**config.mk**
```make
export PLATFORM = sky130hd
export DESIGN_NAME = flash_bank_guard
export DESIGN_NICKNAME = d
export VERILOG_FILES = /design/src/rtl/fbg_pkg.sv /design/src/rtl/fbg_bank_map.sv /design/src/rtl/fbg_region_match.sv /design/src/rtl/fbg_policy.sv /design/src/rtl/flash_bank_guard.sv
export SDC_FILE = /design/constraint.sdc
export NUM_CORES = 1
export LEC_CHECK = 0
export BUFFER_PORTS_ARGS = -buffer_cell sky130_fd_sc_hd__clkbuf_2
export CAP_MARGIN = 25
export CORE_AREA = 2 2 95 70
export CTS_BUF_LIST = sky130_fd_sc_hd__clkbuf_4 sky130_fd_sc_hd__clkbuf_8 sky130_fd_sc_hd__clkbuf_16
export DETAILED_ROUTE_END_ITERATION = 12
export DIE_AREA = 0 0 97 72
export PLACE_DENSITY = 0.79
export SETUP_SLACK_MARGIN = 0.5
export SLEW_MARGIN = 10
export SYNTH_ARGS = -nofsm -noshare
export SYNTH_HDL_FRONTEND = slang
export SYNTH_SLANG_ARGS = --single-unit
```
**constraint.sdc**
```tcl
create_clock -name clk -period 3.1 [get_ports clk]
set_input_delay 0.31 -clock clk [delete_from_list [all_inputs] [get_ports clk]]
set_output_delay 0.31 -clock clk [all_outputs]
set_load 0.005 [all_outputs]
```
**src/rtl/fbg_pkg.sv**
```systemverilog
package fbg_pkg;

  typedef enum logic [1:0] {
    ACC_READ  = 2'd0,
    ACC_FETCH = 2'd1,
    ACC_PROG  = 2'd2,
    ACC_ERASE = 2'd3
  } acc_kind_e;

  typedef enum logic [2:0] {
    CAUSE_NONE       = 3'd0,
    CAUSE_RANGE      = 3'd1,
    CAUSE_EXEC_WRITE = 3'd2,
    CAUSE_DATA_FETCH = 3'd3,
    CAUSE_FULL_PROT  = 3'd4,
    CAUSE_HIDDEN     = 3'd5
  } cause_e;

  typedef struct packed {
    logic in_range;
    logic lbank;
    logic full_hit;
    logic hidden_hit;
  } access_flags_t;

endpackage

```
**src/rtl/fbg_bank_map.sv**
```systemverilog
module fbg_bank_map #(
  parameter int ADDR_W  = 32,
  parameter int BANK_AW = 18
) (
  input  logic [ADDR_W-1:0]  addr,
  input  logic               swap,
  output logic               in_range,
  output logic               lbank,
  output logic               pbank,
  output logic [BANK_AW-1:0] offset
);
  localparam int HI_W = ADDR_W - BANK_AW - 1;

  // Anything above the two logical windows is out of range
  assign in_range = (addr[ADDR_W-1 -: HI_W] == '0);
  assign lbank    = addr[BANK_AW];
  assign pbank    = addr[BANK_AW] ^ swap;
  assign offset   = addr[BANK_AW-1:0];
endmodule

```
**src/rtl/fbg_region_match.sv**
```systemverilog
module fbg_region_match #(
  parameter int NUM   = 2,
  parameter int SEC_W = 9
) (
  input  logic [SEC_W-1:0]     sector,
  input  logic [NUM-1:0]       en,
  input  logic [NUM*SEC_W-1:0] lo_flat,
  input  logic [NUM*SEC_W-1:0] hi_flat,
  output logic                 hit
);
  logic [NUM-1:0] per_region;

  generate
    for (genvar g = 0; g < NUM; g++) begin : g_rgn
      logic [SEC_W-1:0] lo, hi;
      assign lo = lo_flat[g*SEC_W +: SEC_W];
      assign hi = hi_flat[g*SEC_W +: SEC_W];
      // Inclusive bounds; lo > hi can never match
      assign per_region[g] = en[g] && (sector >= lo) && (sector <= hi);
    end
  endgenerate

  assign hit = |per_region;
endmodule

```
**src/rtl/fbg_policy.sv**
```systemverilog
module fbg_policy
  import fbg_pkg::*;
(
  input  acc_kind_e     kind,
  input  access_flags_t flags,
  output cause_e        cause
);
  logic is_write, is_fetch, is_read;

  assign is_write = (kind == ACC_PROG) || (kind == ACC_ERASE);
  assign is_fetch = (kind == ACC_FETCH);
  assign is_read  = (kind == ACC_READ);

  // Strictest rule first: range, bank privilege, full protect, hidden code
  always_comb begin
    if (!flags.in_range)                      cause = CAUSE_RANGE;
    else if (!flags.lbank && is_write)        cause = CAUSE_EXEC_WRITE;
    else if (flags.lbank && is_fetch)         cause = CAUSE_DATA_FETCH;
    else if (flags.full_hit && !is_write)     cause = CAUSE_FULL_PROT;
    else if (flags.hidden_hit && is_read)     cause = CAUSE_HIDDEN;
    else                                      cause = CAUSE_NONE;
  end
endmodule

```
**src/rtl/flash_bank_guard.sv**
```systemverilog
module flash_bank_guard
  import fbg_pkg::*;
#(
  parameter int ADDR_W    = 32,
  parameter int BANK_AW   = 18,
  parameter int SECTOR_AW = 10,
  parameter int NUM_RXP   = 2,
  parameter int NUM_IPP   = 2,
  parameter int MST_W     = 2,
  localparam int SEC_W    = BANK_AW + 1 - SECTOR_AW
) (
  input  logic                     clk,
  input  logic                     rst,
  input  logic                     swap_set_en,
  input  logic                     swap_set_val,
  input  logic                     acc_valid,
  input  logic [ADDR_W-1:0]        acc_addr,
  input  logic [1:0]               acc_type,
  input  logic [MST_W-1:0]         acc_master,
  input  logic [NUM_RXP-1:0]       rxp_en,
  input  logic [NUM_RXP*SEC_W-1:0] rxp_lo,
  input  logic [NUM_RXP*SEC_W-1:0] rxp_hi,
  input  logic [NUM_IPP-1:0]       ipp_en,
  input  logic [NUM_IPP*SEC_W-1:0] ipp_lo,
  input  logic [NUM_IPP*SEC_W-1:0] ipp_hi,
  output logic                     rsp_valid,
  output logic                     rsp_go,
  output logic                     rsp_err,
  output logic [2:0]               rsp_cause,
  output logic                     rsp_bank,
  output logic [BANK_AW-1:0]       rsp_offset,
  output logic [MST_W-1:0]         rsp_master
);
  logic               swap_q;
  logic               in_range, lbank, pbank;
  logic [BANK_AW-1:0] offset;
  logic [SEC_W-1:0]   sector;
  logic               full_hit, hidden_hit;
  access_flags_t      flags;
  cause_e             cause;
  logic               grant;

  assign sector = acc_addr[BANK_AW:SECTOR_AW];

  fbg_bank_map #(.ADDR_W(ADDR_W), .BANK_AW(BANK_AW)) map_i (
    .addr(acc_addr), .swap(swap_q), .in_range(in_range),
    .lbank(lbank), .pbank(pbank), .offset(offset)
  );

  fbg_region_match #(.NUM(NUM_RXP), .SEC_W(SEC_W)) full_i (
    .sector(sector), .en(rxp_en), .lo_flat(rxp_lo), .hi_flat(rxp_hi), .hit(full_hit)
  );

  fbg_region_match #(.NUM(NUM_IPP), .SEC_W(SEC_W)) hidden_i (
    .sector(sector), .en(ipp_en), .lo_flat(ipp_lo), .hi_flat(ipp_hi), .hit(hidden_hit)
  );

  assign flags = '{in_range: in_range, lbank: lbank, full_hit: full_hit, hidden_hit: hidden_hit};

  fbg_policy policy_i (
    .kind(acc_kind_e'(acc_type)), .flags(flags), .cause(cause)
  );

  assign grant = (cause == CAUSE_NONE);

  always_ff @(posedge clk) begin
    if (rst) begin
      swap_q     <= 1'b0;
      rsp_valid  <= 1'b0;
      rsp_go     <= 1'b0;
      rsp_err    <= 1'b0;
      rsp_cause  <= 3'd0;
      rsp_bank   <= 1'b0;
      rsp_offset <= '0;
      rsp_master <= '0;
    end else begin
      if (swap_set_en) swap_q <= swap_set_val;
      rsp_valid  <= acc_valid;
      rsp_go     <= acc_valid && grant;
      rsp_err    <= acc_valid && !grant;
      rsp_cause  <= acc_valid ? cause : CAUSE_NONE;
      rsp_bank   <= (acc_valid && grant) ? pbank : 1'b0;
      rsp_offset <= (acc_valid && grant) ? offset : '0;
      rsp_master <= acc_valid ? acc_master : '0;
    end
  end
endmodule

```
==> results.sh, run 1 <==
export IMPL_numCtsBuffers=3
export IMPL_power_density_nw_per_um2=252
export IMPL_hp_class="in -> reg"
export IMPL_first_global_vias=2627
export IMPL_cts_hold_buf=0
export IMPL_crit_slowest_cell="a22oi_1"
export IMPL_vias=2708
export IMPL_holdPathEnd="swap_q"
export IMPL_yosysWarnings=0
export IMPL_cp_slowest_stage_delay_ps=490
export IMPL_clk_path_buf_depth=2
export IMPL_period_needed_ps=2380
export IMPL_die_x_um=97
export IMPL_worst_ir_drop_vdd_uv=162
export IMPL_grt_use_met2_pct=34.9
export IMPL_endpoint_kind="register"
export IMPL_fmax_ghz=0.419
export IMPL_path_buf_inv=2
export IMPL_cellLeakagePower_uw=0.00208
export IMPL_fin_hold_ws_ps=212
export IMPL_maxCapViolations=0
export IMPL_grt_pass1_wl_um=11600
export IMPL_tightest_slew_ps=568
export IMPL_hold_start="rst"
export IMPL_critPathArrivalTime_ps=2530
export IMPL_core_um2=6040
export IMPL_top_usage_layer="met2"
export IMPL_num_antenna_cells=0
export IMPL_cts_sinks=28
export IMPL_start_util_pct=43.9
export IMPL_hold_depth=2
export IMPL_setup_slack_ps=715
export IMPL_worstSetupPathType="in -> reg"
export IMPL_rows=24
export IMPL_setup_tns_ps=0
export IMPL_ant_nets=0
export IMPL_drtIter0Drc=45
export IMPL_grt_antenna_before_repair=0
export IMPL_finalHoldViolations=0
export IMPL_grt_ovfl_total=0
export IMPL_cts_max_level=1
export IMPL_path_delay_family="compound AO/OA/AOI/OAI gates"
export IMPL_wl_um=6950
export IMPL_yosys_register_bits=28
export IMPL_port_buffers=143
export IMPL_slew_viol_final=0
export IMPL_die_area_um2=6980
export IMPL_grtUsageMet3_pct=3.85
export IMPL_fillCellCount=583
export IMPL_rsz0062_at_grt="yes"
export IMPL_synthFlopType="dfxtp_1"
export IMPL_wl_per_cell_um=12.6
export IMPL_root_buffer="clkbuf_8"
export IMPL_r2r_cells=2
export IMPL_syn_to_final_growth_pct=33.3
export IMPL_r2r_start="swap_q"
export IMPL_use_met1_pct=25.5
export IMPL_r2r_slack_ps=2200
export IMPL_syn_area_um2=2650
export IMPL_required_ps=3240
export IMPL_die_height_um=72
export IMPL_status="complete, no violations"
export IMPL_dr_pass1_iters=4
export IMPL_boundaryPins=144
export IMPL_crit_fanout=8
export IMPL_fin_skew_ps=0.0526
export IMPL_synthCells=326
export IMPL_slew_headroom_pct=62.1
export IMPL_ys_seq_area_share_pct=21.2
export IMPL_setup_violations_final=0
export IMPL_final_nets=663
export IMPL_yosysUniqueCellTypes=40
export IMPL_drc=0
export IMPL_hpwl_um=6120
export IMPL_via_per_inst=4.91
export IMPL_syn_nets=515
export IMPL_path_clk_slew_ps=80
export IMPL_grt_max_degree=19
export IMPL_routabilityCongestion=0.785
export IMPL_pre_cts_ws_ps=331
export IMPL_period_share_pct=76.9
export IMPL_worstPathCellList="clkbuf_2, inv_1, ha_1, nor2b_1, o21ai_0, a31oi_1, o31ai_1, a22oi_1, nor2b_1, a31oi_1"
export IMPL_synthArstFlopShare_pct=0
export IMPL_grt_usage_pct=20.0
export IMPL_reg2reg_to="rsp_bank"
export IMPL_synth_edf_count=0
export IMPL_clock_latency_ps=260
export IMPL_avgSynthCellArea_um2=8.13
export IMPL_tritoncts="done"
export IMPL_drive_above_1_share_pct=32.3
export IMPL_start_kind="primary input"
-- layer usage --
layer  share of wire (%)  vias to the layer above
li1                    -                     1418
met2                  45                      100
met4                 1.6                        0
met1                  46                     1180
met5                   0                        -
met3                 7.5                       10
-- cell usage after synthesis, drive strengths merged, types with 2 or more instances --
| master | number | area share (%) |
|---|---|---|
| ha | 72 | 34 |
| inv | 67 | 9.5 |
| dfxtp | 28 | 21 |
| nor2b | 23 | 5.4 |
| nand2 | 20 | 2.8 |
| a21oi | 19 | 3.6 |
| nor2 | 16 | 2.3 |
| o21ai | 15 | 2.8 |
| nand3 | 8 | 1.5 |
| nand4 | 8 | 1.9 |
| a21o | 5 | 1.4 |
| nor3 | 5 | 0.94 |
| a211oi | 4 | 1.1 |
| a31oi | 3 | 1.3 |
| and2 | 3 | 0.71 |
| or3 | 3 | 0.71 |
| mux2 | 2 | 0.85 |
| nor4 | 2 | 0.47 |
| o2111ai | 2 | 0.66 |
| o21a | 2 | 0.57 |
| o31ai | 2 | 0.57 |
-- how the worst max path moves through the flow --
stage / from / end / slack (ps) / depth (start not counted)
finish: acc_addr[10] / rsp_err / 720 / 10
global route: acc_addr[18] / rsp_err / 490 / 9
CTS: acc_addr[16] / rsp_offset[4] / 610 / 9
detailed placement: acc_addr[16] / rsp_offset[11] / 330 / 9
global placement: acc_addr[16] / rsp_offset[5] / 390 / 9
floorplan: ipp_hi[15] / rsp_offset[0] / 770 / 10
-- worst reg2reg max path: cells and delay by family, from the launching register on --
kind | cells | cell delay (ps)
flops | 1 | 350
mux | 1 | 340
compound gates | 1 | 120
-- repair_timing --
item,CTS,global route
gates resized for setup,0,1
setup endpoints to repair,0,18
buffers inserted,0,1
endpoints found under the hold margin,0,0
-- flip-flops by register name, summed over array words and instances, names as in the netlist --
| signal | count |
|---|---|
| rsp_master | 2 |
| rsp_offset | 18 |
| swap_q | 1 |
| rsp_go | 1 |
| rsp_bank | 1 |
| rsp_valid | 1 |
| rsp_cause | 3 |
| rsp_err | 1 |
-- area by class of cell --
class	instances	area, um2	share of cell area, %
repair buffers	144	736	20.8
well taps	78	97.6	2.76
multi-input cells	230	1830	51.9
inverters	67	251	7.12
clock buffers	4	55.1	1.56
flip-flops and latches	28	561	15.9
-- kinds of logic after synthesis --
family,synth area share [%]
AOI/OAI and AO/OA,15.7
adders and majority gates,34.0
buffers and inverters,9.92
DFF,21.2
muxes,1.23
and+or+nand+nor,18.0
-- layout by cell type (no fill, tap or decap), types with 3 or more instances in the layout --
cell type  instances
clkbuf_2         143
ha_1              72
inv_1             66
dfxtp_1           28
nor2b_1           23
nand2_1           20
a21oi_1           19
nor2_1            16
o21ai_0           15
nand3_1            8
nand4_1            8
nor3_1             5
a21o_1             5
a211oi_1           4
clkbuf_8           4
and2_1             3
or3_1              3
-- stage by stage --
| step | utilization [%] | instance area (um2) | instances | power [uW] |
|---|---|---|---|---|
| global route | 58.5 | 3530 | 551 | 960 |
| CTS | 58.1 | 3510 | 550 | 896 |
| floorplan | - | 2650 | 326 | 545 |
| global placement | 57.2 | 3450 | 546 | 671 |
| finish | 58.5 | 3530 | 551 | 890 |
| detailed placement | 57.2 | 3450 | 546 | 686 |
-- where the power goes --
group | total, uW | internal [uW] | leakage (uW) | switching (uW)
Combinational | 314 | 153 | 0.00183 | 161
Sequential | 365 | 363 | 0.000227 | 1.55
Clock | 211 | 113 | 0.0000288 | 98.0
Total | 890 | 629 | 0.00208 | 260
Note: power is estimated with default switching activity, not from simulation.
==> run 2, diff against run 1 <==
==> constraint.sdc (replaced) <==
create_clock -name clk -period 2.4 [get_ports clk]
set_input_delay 0.24 -clock clk [delete_from_list [all_inputs] [get_ports clk]]
set_output_delay 0.24 -clock clk [all_outputs]
set_load 0.005 [all_outputs]
==> results.sh, run 2 (same netlist as run 1, synthesis figures left out) <==
export IMPL_status="complete, no violations"
export IMPL_clock_latency_ps=270
export IMPL_setup_slack_ps=325
export IMPL_cts_sinks=28
export IMPL_slew_viol_final=0
export IMPL_r2r_cells=2
export IMPL_reg_largest_list="rsp_offset (18), rsp_cause (3), rsp_master (2)"
export IMPL_sw_frac_of_total_pct=28.9
export IMPL_cts_max_level=1
export IMPL_syn_to_final_growth_pct=52.5
export IMPL_holdPathEnd="swap_q"
export IMPL_path_delay_family="compound AO/OA/AOI/OAI gates"
export IMPL_clk_path_buf_depth=2
export IMPL_slew_headroom_pct=68.5
export IMPL_routabilityCongestion=0.838
export IMPL_period_share_pct=86.5
export IMPL_finalHoldViolations=0
export IMPL_combPwrFrac_pct=38.3
export IMPL_via_per_inst=5.03
export IMPL_vias=2854
export IMPL_tightest_slew_ps=469
export IMPL_cts_hold_buf=0
export IMPL_numCtsBuffers=3
export IMPL_period_needed_ps=2080
export IMPL_setup_violations_final=0
export IMPL_critPathArrivalTime_ps=2240
export IMPL_hp_class="in -> reg"
export IMPL_cp_slowest_stage_delay_ps=360
export IMPL_root_buffer="clkbuf_8"
export IMPL_layout_common_cells="132 x clkbuf_2, 59 x inv_1, 57 x ha_1, 28 x dfxtp_1, 21 x nor2b_1"
export IMPL_grt_antenna_before_repair=0
export IMPL_cellLeakagePower_uw=0.00223
export IMPL_dr_pass1_iters=4
export IMPL_grt_pass1_wl_um=12100
export IMPL_grtUsageMet3_pct=2.99
export IMPL_worst_ir_drop_vdd_uv=245
export IMPL_path_buf_inv=2
export IMPL_final_nets=679
export IMPL_crit_fanout=9
export IMPL_hold_depth=2
export IMPL_grt_usage_pct=21.0
export IMPL_p_clk_share_pct=26.8
export IMPL_power_density_nw_per_um2=333
export IMPL_rows=24
export IMPL_die_height_um=72
export IMPL_path_clk_slew_ps=100
export IMPL_hpwl_um=6580
export IMPL_ant_nets=0
export IMPL_hold_start="rst"
export IMPL_finalNonFillerCells=567
export IMPL_pre_cts_ws_ps=-33.1
export IMPL_tritoncts="done"
export IMPL_start_util_pct=43.9
export IMPL_dp_cells=554
export IMPL_first_global_vias=2749
export IMPL_wl_per_cell_um=14.1
export IMPL_core_um2=6040
export IMPL_drive_above_1_share_pct=42.1
export IMPL_p_switching_uw=389
export IMPL_drtIter0Drc=89
export IMPL_die_x_um=97
export IMPL_r2r_start="swap_q"
export IMPL_crit_slowest_cell="or3_1"
export IMPL_fin_total_pwr_uw=1350
export IMPL_wl_um=8010
export IMPL_seqPwrFrac_pct=35.0
export IMPL_num_antenna_cells=0
export IMPL_grt_ovfl_total=0
export IMPL_worstSetupPathType="in -> reg"
export IMPL_layout_commonest_cell="clkbuf_2"
export IMPL_use_met1_pct=26.9
export IMPL_grt_max_degree=19
export IMPL_rsz0062_at_grt="yes"
export IMPL_worstPathCellList="buf_12, ha_4, a211oi_2, nor2_1, or3_1, a2bb2oi_2, o311a_1, a31oi_4, clkbuf_16, nor2b_1"
export IMPL_required_ps=2570
export IMPL_maxCapViolations=0
export IMPL_boundaryPins=144
export IMPL_start_kind="primary input"
export IMPL_largest_reg_flops=18
export IMPL_r2r_slack_ps=1500
export IMPL_largest_register="rsp_offset"
export IMPL_grt_use_met2_pct=39.0
export IMPL_reg2reg_to="rsp_bank"
export IMPL_drc=0
export IMPL_p_int_uw=958
export IMPL_endpoint_kind="register"
export IMPL_port_buffers=143
export IMPL_top_usage_layer="met2"
export IMPL_fin_skew_ps=0.0407
export IMPL_fmax_ghz=0.482
export IMPL_die_area_um2=6980
[run 2: timing repair]
item,in CTS,in global routing
resized for setup,11,58
cloned,0,2
pin swaps,3,7
setup endpoints to repair,23,23
setup buffers,1,6
[run 2: layout make-up]
cell class	count	area (um2)
inverters	67	256
fillers	500	2000
clock inverters	1	30.0
clock buffers	3	41.3
flip-flops and latches	28	561
well taps	78	97.6
multi-input cells	230	2090
repair buffers	160	960
[run 2: how the worst max path moves through the flow]
stage / start / to / slack, ps / cells past startpoint
after floorplan: acc_addr[16] / rsp_offset[0] / 320 / 9
after global placement: acc_addr[16] / rsp_offset[16] / 40 / 10
after detailed placement: acc_addr[16] / rsp_cause[2] / -30 / 9
after CTS: acc_addr[16] / rsp_offset[5] / 330 / 10
after global routing: acc_addr[15] / rsp_offset[11] / 280 / 10
final: acc_addr[16] / rsp_offset[11] / 320 / 10
[run 2: power by group through the flow]
stage / Sequential (uW) / Clock, uW / Combinational (uW)
floorplan: 482 / 0 / 233
global placement: 482 / 0 / 408
detailed placement: 482 / 0 / 431
CTS: 471 / 365 / 449
global route: 471 / 387 / 577
finish: 471 / 361 / 515
[run 2: worst register-to-register path, delay by kind of cell (launching register included)]
family          cells  cell delay (ps)
flops               1              350
mux                 1              340
compound gates      1              120
[run 2: routing by layer]
layer  wire length (um)  vias up
li1                   -     1459
met1               3390     1276
met2               4050      115
met3                550        4
met4                 21        0
met5                  0        -
[run 2: per-stage QoR]
| step | setup TNS [ps] | cell area, um2 | util (%) | hold WS, ps |
|---|---|---|---|---|
| 2_1_floorplan | 0 | 2700 | - | 312 |
| 3_3_place_gp | 0 | 3570 | 59.1 | 416 |
| 3_5_place_dp | -172 | 3570 | 59.1 | 434 |
| 4_1_cts | 0 | 3700 | 61.3 | 139 |
| 5_1_grt | 0 | 4040 | 66.9 | 122 |
| 6_report | 0 | 4040 | 66.9 | 140 |
